$ cat config.mk
export PLATFORM = sky130hd
export DESIGN_NAME = paged_sram_decoder
export DESIGN_NICKNAME = d
export VERILOG_FILES = /design/src/rtl/psd_pkg.sv /design/src/rtl/psd_window_decode.sv /design/src/rtl/psd_page_route.sv /design/src/rtl/psd_chip_select.sv /design/src/rtl/paged_sram_decoder.sv
export SDC_FILE = /design/constraint.sdc
export NUM_CORES = 1
export LEC_CHECK = 0
export ABC_AREA = 1
export CAP_MARGIN = 20
export CORE_ASPECT_RATIO = 1.5
export CORE_MARGIN = 8
export CORE_UTILIZATION = 35
export CTS_CLUSTER_SIZE = 25
export DETAILED_ROUTE_END_ITERATION = 8
export GPL_TIMING_DRIVEN = 0
export PLACE_DENSITY = 0.78
export SKIP_LAST_GASP = 1
export SYNTH_ARGS = -nofsm -noshare
export SYNTH_HDL_FRONTEND = slang
export SYNTH_SLANG_ARGS = --single-unit
$ cat constraint.sdc
create_clock -name clk -period 4.06 [get_ports clk]
set_input_delay 0.406 -clock clk [delete_from_list [all_inputs] [get_ports clk]]
set_output_delay 0.406 -clock clk [all_outputs]
set_load 0.005 [all_outputs]
$ cat src/rtl/psd_pkg.sv
package psd_pkg;
  localparam int HI_W  = 8;   // SRAM A11..A18
  localparam int SEL_W = 4;   // 1-of-16 chip select inputs
  localparam int GRP_W = 2;   // 1-of-4 group select inputs

  typedef enum logic [1:0] {
    SZ_32K  = 2'd0,
    SZ_128K = 2'd1,
    SZ_512K = 2'd2,
    SZ_RSVD = 2'd3
  } chip_size_e;

  typedef struct packed {
    logic [HI_W-1:0]  hi;
    logic [GRP_W-1:0] grp;
    logic [SEL_W-1:0] sel;
  } page_route_t;
endpackage

$ cat src/rtl/psd_window_decode.sv
module psd_window_decode #(
  parameter int ADDR_W     = 16,
  parameter int REGION_W   = 3,
  parameter int WIN_REGION = 2,
  parameter int SUB_W      = 2,
  parameter int DATA_SUB   = 3
) (
  input  logic [ADDR_W-1:0] addr,
  input  logic              mem_en_n,
  input  logic              card_off,
  input  logic              card_en,
  output logic              fw_hit,
  output logic              data_hit
);
  localparam int SUB_TOP = ADDR_W - REGION_W - 1;

  logic [REGION_W-1:0] region;
  logic [SUB_W-1:0]    sub;
  logic                live;
  logic                unused_addr_lo;

  assign region = addr[ADDR_W-1 -: REGION_W];
  assign sub    = addr[SUB_TOP -: SUB_W];
  assign unused_addr_lo = ^addr[SUB_TOP-SUB_W:0];

  assign live     = !mem_en_n && !card_off && card_en &&
                    (region == REGION_W'(WIN_REGION));
  assign fw_hit   = live && (sub != SUB_W'(DATA_SUB));
  assign data_hit = live && (sub == SUB_W'(DATA_SUB));
endmodule

$ cat src/rtl/psd_page_route.sv
module psd_page_route
  import psd_pkg::*;
#(
  parameter int FLAG_W = 16
) (
  input  logic [FLAG_W-1:0] flags,
  input  logic [1:0]        chip_size,
  output page_route_t       route
);
  logic [FLAG_W-1:0] f;
  logic              unused_flags;

  assign f = flags;
  assign unused_flags = ^{f[FLAG_W-1:14], f[0]};

  always_comb begin
    route = '0;
    // page bits below A13 are wired the same for every part size
    route.hi[0] = f[2];
    route.hi[1] = f[1];
    unique case (chip_size_e'(chip_size))
      SZ_128K: begin
        route.hi[2] = f[3];
        route.hi[3] = f[4];
        route.hi[4] = f[6];
        route.hi[5] = f[5];
        route.sel   = {f[10], f[9], f[8], f[7]};
        route.grp   = {1'b0, f[11]};
      end
      SZ_512K: begin
        route.hi[2] = f[3];
        route.hi[3] = f[4];
        route.hi[4] = f[6];
        route.hi[5] = f[5];
        route.hi[6] = f[7];
        route.hi[7] = f[13];
        route.sel   = {f[11], f[10], f[9], f[8]};
        route.grp   = {1'b0, f[12]};
      end
      default: begin  // 32K parts and the reserved code
        route.hi[2] = f[4];
        route.hi[3] = f[3];
        route.sel   = {f[8], f[7], f[6], f[5]};
        route.grp   = {f[9], f[10]};
      end
    endcase
  end
endmodule

$ cat src/rtl/psd_chip_select.sv
module psd_chip_select #(
  parameter int N_CHIPS = 32,
  parameter int SEL_W   = 4,
  parameter int GRP_W   = 2
) (
  input  logic               en,
  input  logic [SEL_W-1:0]   sel,
  input  logic [GRP_W-1:0]   grp,
  output logic [N_CHIPS-1:0] cs_n
);
  localparam int IDX_W = SEL_W + GRP_W;

  logic [IDX_W-1:0] idx;
  assign idx = {grp, sel};

  for (genvar i = 0; i < N_CHIPS; i++) begin : g_cs
    assign cs_n[i] = ~(en && (idx == IDX_W'(i)));
  end

  // an index past the fitted bank drives no select
  always_comb begin
    if (int'(idx) >= N_CHIPS)
      a_r11_no_chip_past_bank : assert (&cs_n);
  end
endmodule

$ cat src/rtl/paged_sram_decoder.sv
module paged_sram_decoder
  import psd_pkg::*;
#(
  parameter int ADDR_W  = 16,
  parameter int FLAG_W  = 16,
  parameter int N_CHIPS = 32
) (
  input  logic               clk,
  input  logic               rst,
  input  logic [ADDR_W-1:0]  host_addr,
  input  logic               mem_en_n,
  input  logic [FLAG_W-1:0]  ctrl_flags,
  input  logic [1:0]         chip_size,
  input  logic               card_off,
  input  logic               pwr_good,
  output logic               fw_cs_n,
  output logic [N_CHIPS-1:0] data_cs_n,
  output logic [HI_W-1:0]    sram_hi,
  output logic               dbuf_en_n,
  output logic               bp_req_n
);
  logic               fw_hit, data_hit;
  page_route_t        route;
  logic [N_CHIPS-1:0] cs_n_d;
  logic               any_hit;

  psd_window_decode #(.ADDR_W(ADDR_W)) u_win (
    .addr     (host_addr),
    .mem_en_n (mem_en_n),
    .card_off (card_off),
    .card_en  (ctrl_flags[0]),
    .fw_hit   (fw_hit),
    .data_hit (data_hit)
  );

  psd_page_route #(.FLAG_W(FLAG_W)) u_route (
    .flags     (ctrl_flags),
    .chip_size (chip_size),
    .route     (route)
  );

  psd_chip_select #(.N_CHIPS(N_CHIPS), .SEL_W(SEL_W), .GRP_W(GRP_W)) u_cs (
    .en   (data_hit && pwr_good),
    .sel  (route.sel),
    .grp  (route.grp),
    .cs_n (cs_n_d)
  );

  assign any_hit = fw_hit || data_hit;

  always_ff @(posedge clk) begin
    if (rst) begin
      fw_cs_n   <= 1'b1;
      data_cs_n <= '1;
      sram_hi   <= '0;
      dbuf_en_n <= 1'b1;
      bp_req_n  <= 1'b1;
    end else begin
      fw_cs_n   <= ~fw_hit;
      data_cs_n <= cs_n_d;
      sram_hi   <= route.hi;
      dbuf_en_n <= ~any_hit;
      bp_req_n  <= ~any_hit;
    end
  end

  // never two selects at once
  a_r13_single_select : assert property (@(posedge clk) disable iff (rst)
    $countones({~data_cs_n, ~fw_cs_n}) <= 1);

  // no memory cycle, no response
  a_r5_idle_quiet : assert property (@(posedge clk) disable iff (rst)
    mem_en_n |=> (fw_cs_n && (&data_cs_n) && dbuf_en_n && bp_req_n));

  // disable switch silences the card
  a_r6_switch_off : assert property (@(posedge clk) disable iff (rst)
    card_off |=> (fw_cs_n && (&data_cs_n) && dbuf_en_n && bp_req_n));

  // power loss keeps data chips deselected
  a_r7_power_loss : assert property (@(posedge clk) disable iff (rst)
    !pwr_good |=> (&data_cs_n));

  // any select comes with both buffer enables
  a_r12_buffers_follow : assert property (@(posedge clk) disable iff (rst)
    (!fw_cs_n || !(&data_cs_n)) |-> (!dbuf_en_n && !bp_req_n));
endmodule

==> out/qor_table.md, run 1 <==
| Item | This run |
| --- | --- |
| Internal power component | 0.6593 mW |
| Syn Area/Cell | 8.021 um^2 |
| Number of buffers inserted to repair setup after CTS | 0 |
| Count of endpoints failing hold in the final timing report | 0 |
| Clk network pwr share | 0.389 |
| Fillcell total | 421 |
| Count of pins on the block boundary | 82 |
| Post-route antenna net violation count | 0 |
| Comb pwr share | 0.116 |
| Synth async-reset ratio | 0 |
| Max clock buf depth | 2 |
| Initial Utilization | 0.3587 |
| Core area | 4136 um^2 |
| Inserted Clock Buffers | 5 |
| Number of sinks handled by clock tree synthesis | 42 |
| Number of gates resized after CTS | 0 |
| Predominant post-synthesis flop cell | sky130_fd_sc_hd__dfxtp_1 |
| Final period demand of the worst path | 1.951 ns |
| Area of the mapped netlist | 1484 um^2 |
| Total detailed-routing wirelength | 3.594 mm |
| Worst hold path depth | 2 |
| Share of the synthesized area in the top cell type | 0.5666 |
| Vias per cell | 4.443 |
| Post-detailed-placement half-perimeter wirelength | 2.960 mm |
| Worst slew margin | 0.8499 |
| Crit path capture type | flop |
| CTS tree | yes |
| Cell row count | 29 |
| Initial DRC count | 25 |
| Wire length per cell after detailed routing | 11.78 um |
| Clock slew at the register clock pins of the worst setup and hold paths | 0.07 ns |
| Highest Clock Rate | 0.5126 GHz |
| Number of global-route vias before repair | 1,374 |
| Die Footprint | 6623 um^2 |
| Maximum VDD drop | 0.0002727 V |
| Library cells used by synthesis | 20 |
| P_leak | 0.9751 nW |
| Pin count of the biggest net entering global routing | 13 |
| P per Cell Area | 362.4 nW/um^2 |
| Chip height | 95.75 um |
| Antenna diode instance count | 0 |
| Cell taking the most area after synthesis | sky130_fd_sc_hd__dfxtp_1 |
| Total Neg Setup Slack | 0 ns |
| Switching Fraction | 0.2174 |
| Syn-to-layout area delta | 56.66% |
| Worst hold-check path type | primary input to flop |
| Sum of internal, switching and leakage power | 0.8424 mW |
| Result of the run | complete, no violations |
| Area of the multi-input gates | 543.0 um^2 |
| Routability congestion estimate | 0.8162 |
| Worst setup path class | primary input to flop |
| Antenna violations before repair | 0 |
| Hold bufs inserted after CTS | 0 |
| Global-route wire length before repair | 6.037 mm |
| Vias after detailed routing | 1,355 |
| Total congestion overflow after global routing | 0 |
| Width of the die | 69.17 um |
| Startpoint class of the critical path | primary input |
| Root buffer cell | sky130_fd_sc_hd__clkbuf_8 |
| Hold Worst Slack | 0.3232 ns |
| Most repeated cell in the gate-level netlist after synthesis | sky130_fd_sc_hd__nand2_1 |
| Max H-tree Level | 2 |
| Ratio of final minimum period to clock period | 0.4805 |
| Port bufs | 67 |
| Net Count, Synth | 226 |
| Number of maximum-capacitance constraint violations | 0 |
| Gate count of the mapped netlist | 185 |
| Post-route DRC | 0 |
| Storage cell area | 840.8 um^2 |
| Crit. Startpoint | chip_size[0] |
| Number of warnings issued by yosys | 0 |
| Endpoint arrival time on the critical path | 2.13 ns |
| Global-route usage over all layers | 0.1122 |
| Router iterations before antenna repair | 4 |
| Slew @ Worst Pin | 0.2251 ns |
| Synthesis-stage register bit count | 42 |
| Fraction of layout cells with a size suffix above 1 | 0.07722 |
| Switch Pwr | 0.1831 mW |
| Top post-synthesis cells by area | sky130_fd_sc_hd__dfxtp_1 57%, sky130_fd_sc_hd__nand2_1 21%, sky130_fd_sc_hd__nor2_1 5.1% |
| Required @ worst endpoint | 4.24 ns |
| Final standard cell utilization of the core | 0.5620 |
| Part of the power in registers | 0.495 |
| Part of the Yosys area used for sequential elements | 0.5666 |
| Number of synthesized flops with an enable pin | 0 |
| Setup-failing EPs final | 0 |
| RSZ-0062 raised after global routing | no |
| Maximum fanout along the worst path | 10 |
| Commonest cells in the synthesized netlist | 82 x sky130_fd_sc_hd__nand2_1, 42 x sky130_fd_sc_hd__dfxtp_1, 20 x sky130_fd_sc_hd__nor2_1 |
| Critical path destination | data_cs_n[2] |
| Fin. max-slew vios | 0 |
| Number of nets in the finished design | 300 |
## critical path, cell delays in order
cell and delay [ns]:
sky130_fd_sc_hd__clkdlybuf4s50_1 0.48, sky130_fd_sc_hd__inv_1 0.05, sky130_fd_sc_hd__ha_1 0.33, sky130_fd_sc_hd__inv_2 0.08, sky130_fd_sc_hd__buf_2 0.20, sky130_fd_sc_hd__nand3_1 0.10
sky130_fd_sc_hd__nand2_1 0.08, sky130_fd_sc_hd__nand2_1 0.14, sky130_fd_sc_hd__nor2_1 0.19, sky130_fd_sc_hd__nand2_1 0.07
## placed cells by master (no fill, tap or decap)
| cell | Yosys | layout |
|---|---|---|
| sky130_fd_sc_hd__nand2_1 | 82 | 82 |
| sky130_fd_sc_hd__clkdlybuf4s50_1 | 0 | 67 |
| sky130_fd_sc_hd__dfxtp_1 | 42 | 42 |
| sky130_fd_sc_hd__nor2_1 | 20 | 20 |
| sky130_fd_sc_hd__inv_1 | 10 | 10 |
| sky130_fd_sc_hd__nand3_1 | 7 | 7 |
| sky130_fd_sc_hd__clkbuf_8 | 0 | 6 |
| sky130_fd_sc_hd__buf_6 | 3 | 3 |
| sky130_fd_sc_hd__nor3_1 | 3 | 3 |
| sky130_fd_sc_hd__inv_2 | 2 | 2 |
| sky130_fd_sc_hd__buf_2 | 2 | 2 |
| sky130_fd_sc_hd__nor2_4 | 2 | 2 |
| sky130_fd_sc_hd__a21oi_1 | 2 | 2 |
| sky130_fd_sc_hd__ha_1 | 2 | 2 |
| sky130_fd_sc_hd__or2_1 | 1 | 1 |
| sky130_fd_sc_hd__nand2_2 | 1 | 1 |
| sky130_fd_sc_hd__clkinv_1 | 1 | 1 |
| sky130_fd_sc_hd__nor3_4 | 1 | 1 |
| sky130_fd_sc_hd__nand3_2 | 1 | 1 |
| sky130_fd_sc_hd__nor3b_1 | 1 | 1 |
| sky130_fd_sc_hd__or2_0 | 1 | 1 |
| sky130_fd_sc_hd__buf_4 | 1 | 1 |
| sky130_fd_sc_hd__bufinv_16 | 0 | 1 |
## cell type report
class	count	share of cell area
Sequential cell	42	0.3617
Timing Repair Buffer	67	0.2885
Multi-Input combinational cell	124	0.2336
Clock buffer	6	0.03552
Tap cell	46	0.02476
Buffer	6	0.02207
Inverter	13	0.02099
Clock inverter	1	0.01292
## logic make-up (layout without fill, tap and decap cells)
group                    count (synthesis)  count (layout)  synth area share
AO/OA/AOI/OAI                            2               2          0.006746
adder cells (fa/ha/maj)                  2               2           0.01686
flip-flops                              42              42            0.5666
AND/OR/NAND/NOR                        120             120            0.3423
buffers and inverters                   19              93           0.06746
## how the worst min path moves through the flow
stage / from / end / slack, ns
after floorplan: mem_en_n / bp_req_n / 0.50
after global placement: rst / sram_hi[0] / 0.63
after detailed placement: rst / sram_hi[0] / 0.63
after CTS: rst / sram_hi[0] / 0.32
after global routing: rst / sram_hi[0] / 0.31
final: rst / sram_hi[0] / 0.32
## metrics by stage
stage                     instance area [um^2]  instances  worst slack [ns]
final                                     2325        305             2.109
after global routing                      2325        305             1.929
after CTS                                 2325        305             2.108
after detailed placement                  2212        298             1.802
after global placement                    2212        298             1.827
after floorplan                           1484        185             2.456
## power groups by stage
| stage | logic (mW) | registers (mW) | clock network (mW) |
|---|---|---|---|
| 3_3_place_gp | 0.0973 | 0.427 | 0 |
| 3_5_place_dp | 0.0985 | 0.427 | 0 |
| 5_1_grt | 0.110 | 0.417 | 0.358 |
| 4_1_cts | 0.0986 | 0.417 | 0.332 |
| 2_1_floorplan | 0.0510 | 0.427 | 0 |
| 6_report | 0.0975 | 0.417 | 0.328 |
## state kept, by name, indices dropped and copies added, names as in the netlist
| name | count |
|---|---|
| sram_hi | 8 |
| fw_cs_n | 1 |
| data_cs_n | 32 |
| bp_req_n | 1 |
## metal layers
layer / up-vias / share of wire / global-route usage
met3: 12 / 0.061 / 0.04128
met2: 45 / 0.54 / 0.2066
met5: - / 0 / 0
met1: 595 / 0.35 / 0.09994
met4: 0 / 0.046 / 0.08062
li1: 703 / - / -
(Power assumes the default switching activity.)
==> run 2, diff against run 1 <==
--- a/config.mk
+++ b/config.mk
@@ -9,11 +9,11 @@
 export CAP_MARGIN = 20
 export CORE_ASPECT_RATIO = 1.5
 export CORE_MARGIN = 8
-export CORE_UTILIZATION = 35
+export CORE_UTILIZATION = 34
 export CTS_CLUSTER_SIZE = 25
 export DETAILED_ROUTE_END_ITERATION = 8
 export GPL_TIMING_DRIVEN = 0
-export PLACE_DENSITY = 0.78
+export PLACE_DENSITY = 0.79
 export SKIP_LAST_GASP = 1
 export SYNTH_ARGS = -nofsm -noshare
 export SYNTH_HDL_FRONTEND = slang
==> constraint.sdc (replaced) <==
create_clock -name clk -period 1.65 [get_ports clk]
set_input_delay 0.165 -clock clk [delete_from_list [all_inputs] [get_ports clk]]
set_output_delay 0.165 -clock clk [all_outputs]
set_load 0.005 [all_outputs]
==> out/qor_table.md, run 2 (synthesis results as in run 1) <==
| Item | This run |
| --- | --- |
| P per Cell Area | 814.5 nW/um^2 |
| Count of endpoints failing hold in the final timing report | 0 |
| Max clock buf depth | 2 |
| Number of maximum-capacitance constraint violations | 0 |
| Total detailed-routing wirelength | 3.678 mm |
| Number of global-route vias before repair | 1,336 |
| Root buffer cell | sky130_fd_sc_hd__clkbuf_8 |
| Critical Path Slowest Stage Cell | sky130_fd_sc_hd__clkdlybuf4s50_1 |
| CTS tree | yes |
| P_leak | 0.9892 nW |
| Most frequent cells in the layout | 74 x sky130_fd_sc_hd__nand2_1, 67 x sky130_fd_sc_hd__clkdlybuf4s50_1, 42 x sky130_fd_sc_hd__dfxtp_1 |
| Clock slew at the register clock pins of the worst setup and hold paths | 0.07 ns |
| Start point of the worst min-delay path | rst |
| Post-route antenna net violation count | 0 |
| Initial DRC count | 53 |
| Syn-to-layout area delta | 62.14% |
| Maximum VDD drop | 0.0007652 V |
| Highest Clock Rate | 0.6362 GHz |
| Fillcell total | 384 |
| Category of cells accounting for the largest share of critical-path delay | buffers and inverters |
| Antenna violations before repair | 0 |
| Vias per cell | 4.290 |
| Inserted Clock Buffers | 5 |
| Sum of internal, switching and leakage power | 1.960 mW |
| Hold Worst Slack | 0.08163 ns |
| Cell mode on critical path | sky130_fd_sc_hd__inv_2 |
| Core area | 4209 um^2 |
| Die Footprint | 6778 um^2 |
| Required @ worst endpoint | 1.82 ns |
| Worst slew margin | 0.8372 |
| Result of the run | complete, no violations |
| Count of pins on the block boundary | 82 |
| Router iterations before antenna repair | 4 |
| Commonest non-fill, non-tap cell in the layout | sky130_fd_sc_hd__nand2_1 |
| Final standard cell utilization of the core | 0.5716 |
| Antenna diode instance count | 0 |
| Initial Utilization | 0.3526 |
| Slew @ Worst Pin | 0.2434 ns |
| Port bufs | 67 |
| Wire length per cell after detailed routing | 11.86 um |
| Global-route wire length before repair | 6.092 mm |
| Setup-failing EPs final | 0 |
| Width of the die | 69.94 um |
| Crit path capture type | flop |
| Post-detailed-placement half-perimeter wirelength | 2.983 mm |
| Chip height | 96.91 um |
| Cells along the critical path | clkdlybuf4s50_1 -> inv_2 -> ha_4 -> inv_2 -> or2_1 -> nand2_2 -> inv_2 -> nor2_4 -> buf_6 -> nand2_1 |
| Post-route DRC | 0 |
| Crit. Startpoint | chip_size[0] |
| Flip-flop count of the largest register after layout | 32 |
| Largest registers ranked by flip-flop count | data_cs_n x32, sram_hi x8 |
| Vias after detailed routing | 1,330 |
| Fraction of layout cells with a size suffix above 1 | 0.1705 |
| Cell row count | 29 |
| Final period demand of the worst path | 1.572 ns |
| Worst hold-check path type | primary input to flop |
| Maximum fanout along the worst path | 5 |
| Delay of the slowest cell on the worst path | 0.50 ns |
| Pin count of the biggest net entering global routing | 13 |
| Number of nets in the finished design | 304 |
| Area of the multi-input gates | 603.1 um^2 |
| Storage cell area | 840.8 um^2 |
| Max H-tree Level | 2 |
| Startpoint class of the critical path | primary input |
| Routability congestion estimate | 0.8006 |
| Most flops, register | data_cs_n |
| Endpoint arrival time on the critical path | 1.75 ns |
| Number of sinks handled by clock tree synthesis | 42 |
| Global-route usage over all layers | 0.1088 |
| Fin. max-slew vios | 0 |
| Total Neg Setup Slack | 0 ns |
| Total congestion overflow after global routing | 0 |
| Buffers & Inverters on Critical Path | 5 |
| Ratio of final minimum period to clock period | 0.9526 |
| Worst setup path class | primary input to flop |
## run 2: cell types whose count changed in the layout (fill, tap and decap cells not counted), moves of 2 or more
cell                      previous run  this run
sky130_fd_sc_hd__buf_2               2         0
sky130_fd_sc_hd__buf_4               1         4
sky130_fd_sc_hd__buf_6               3         5
sky130_fd_sc_hd__nand2_1            82        74
sky130_fd_sc_hd__nand2_2             1         9
sky130_fd_sc_hd__nor2_1             20         9
sky130_fd_sc_hd__nor2_2              0        11
## run 2: metrics by stage
stage | cell area [um^2] | setup slack, ns | std cells
after floorplan | 1484 | 0.2873 | 185
final | 2406 | 0.07816 | 310
after global routing | 2406 | -0.01075 | 310
after global placement | 2212 | -0.3363 | 298
after detailed placement | 2212 | -0.3676 | 298
after CTS | 2326 | -0.006231 | 308
## run 2: report_power, final
part	leakage [nW]	internal, mW	switching, mW
clock	0.0482	0.337	0.320
sequential	0.341	1.02	0.00246
combinational	0.600	0.132	0.145
## run 2: cell type report
class / instances / share of cell area
sequential: 42 / 0.3495
timing repair buffer: 71 / 0.2943
multi-input combinational: 124 / 0.2506
clock buffer: 7 / 0.03588
tap: 46 / 0.02392
buffer: 6 / 0.02340
inverter: 13 / 0.02028
clock inverter: 1 / 0.002080
## run 2: final timing paths
path | endpoint | cells past startpoint
min | sram_hi[1] | 2
max | data_cs_n[6] | 10
## run 2: timing repair
item | CTS | global route
gates resized for setup | 3 | 23
hold buffers | 0 | 0
gates cloned | 0 | 1
setup buffers | 2 | 1
setup endpoints to repair | 32 | 32
pin swaps | 3 | 3
## run 2: routing by layer
layer  GRT usage  vias to the layer above  part of all wire
met4     0.05590                        0             0.022
met2      0.2061                       43              0.58
li1            -                      710                 -
met5           0                        -                 0
met3     0.03579                        6             0.062
met1     0.09759                      571              0.34
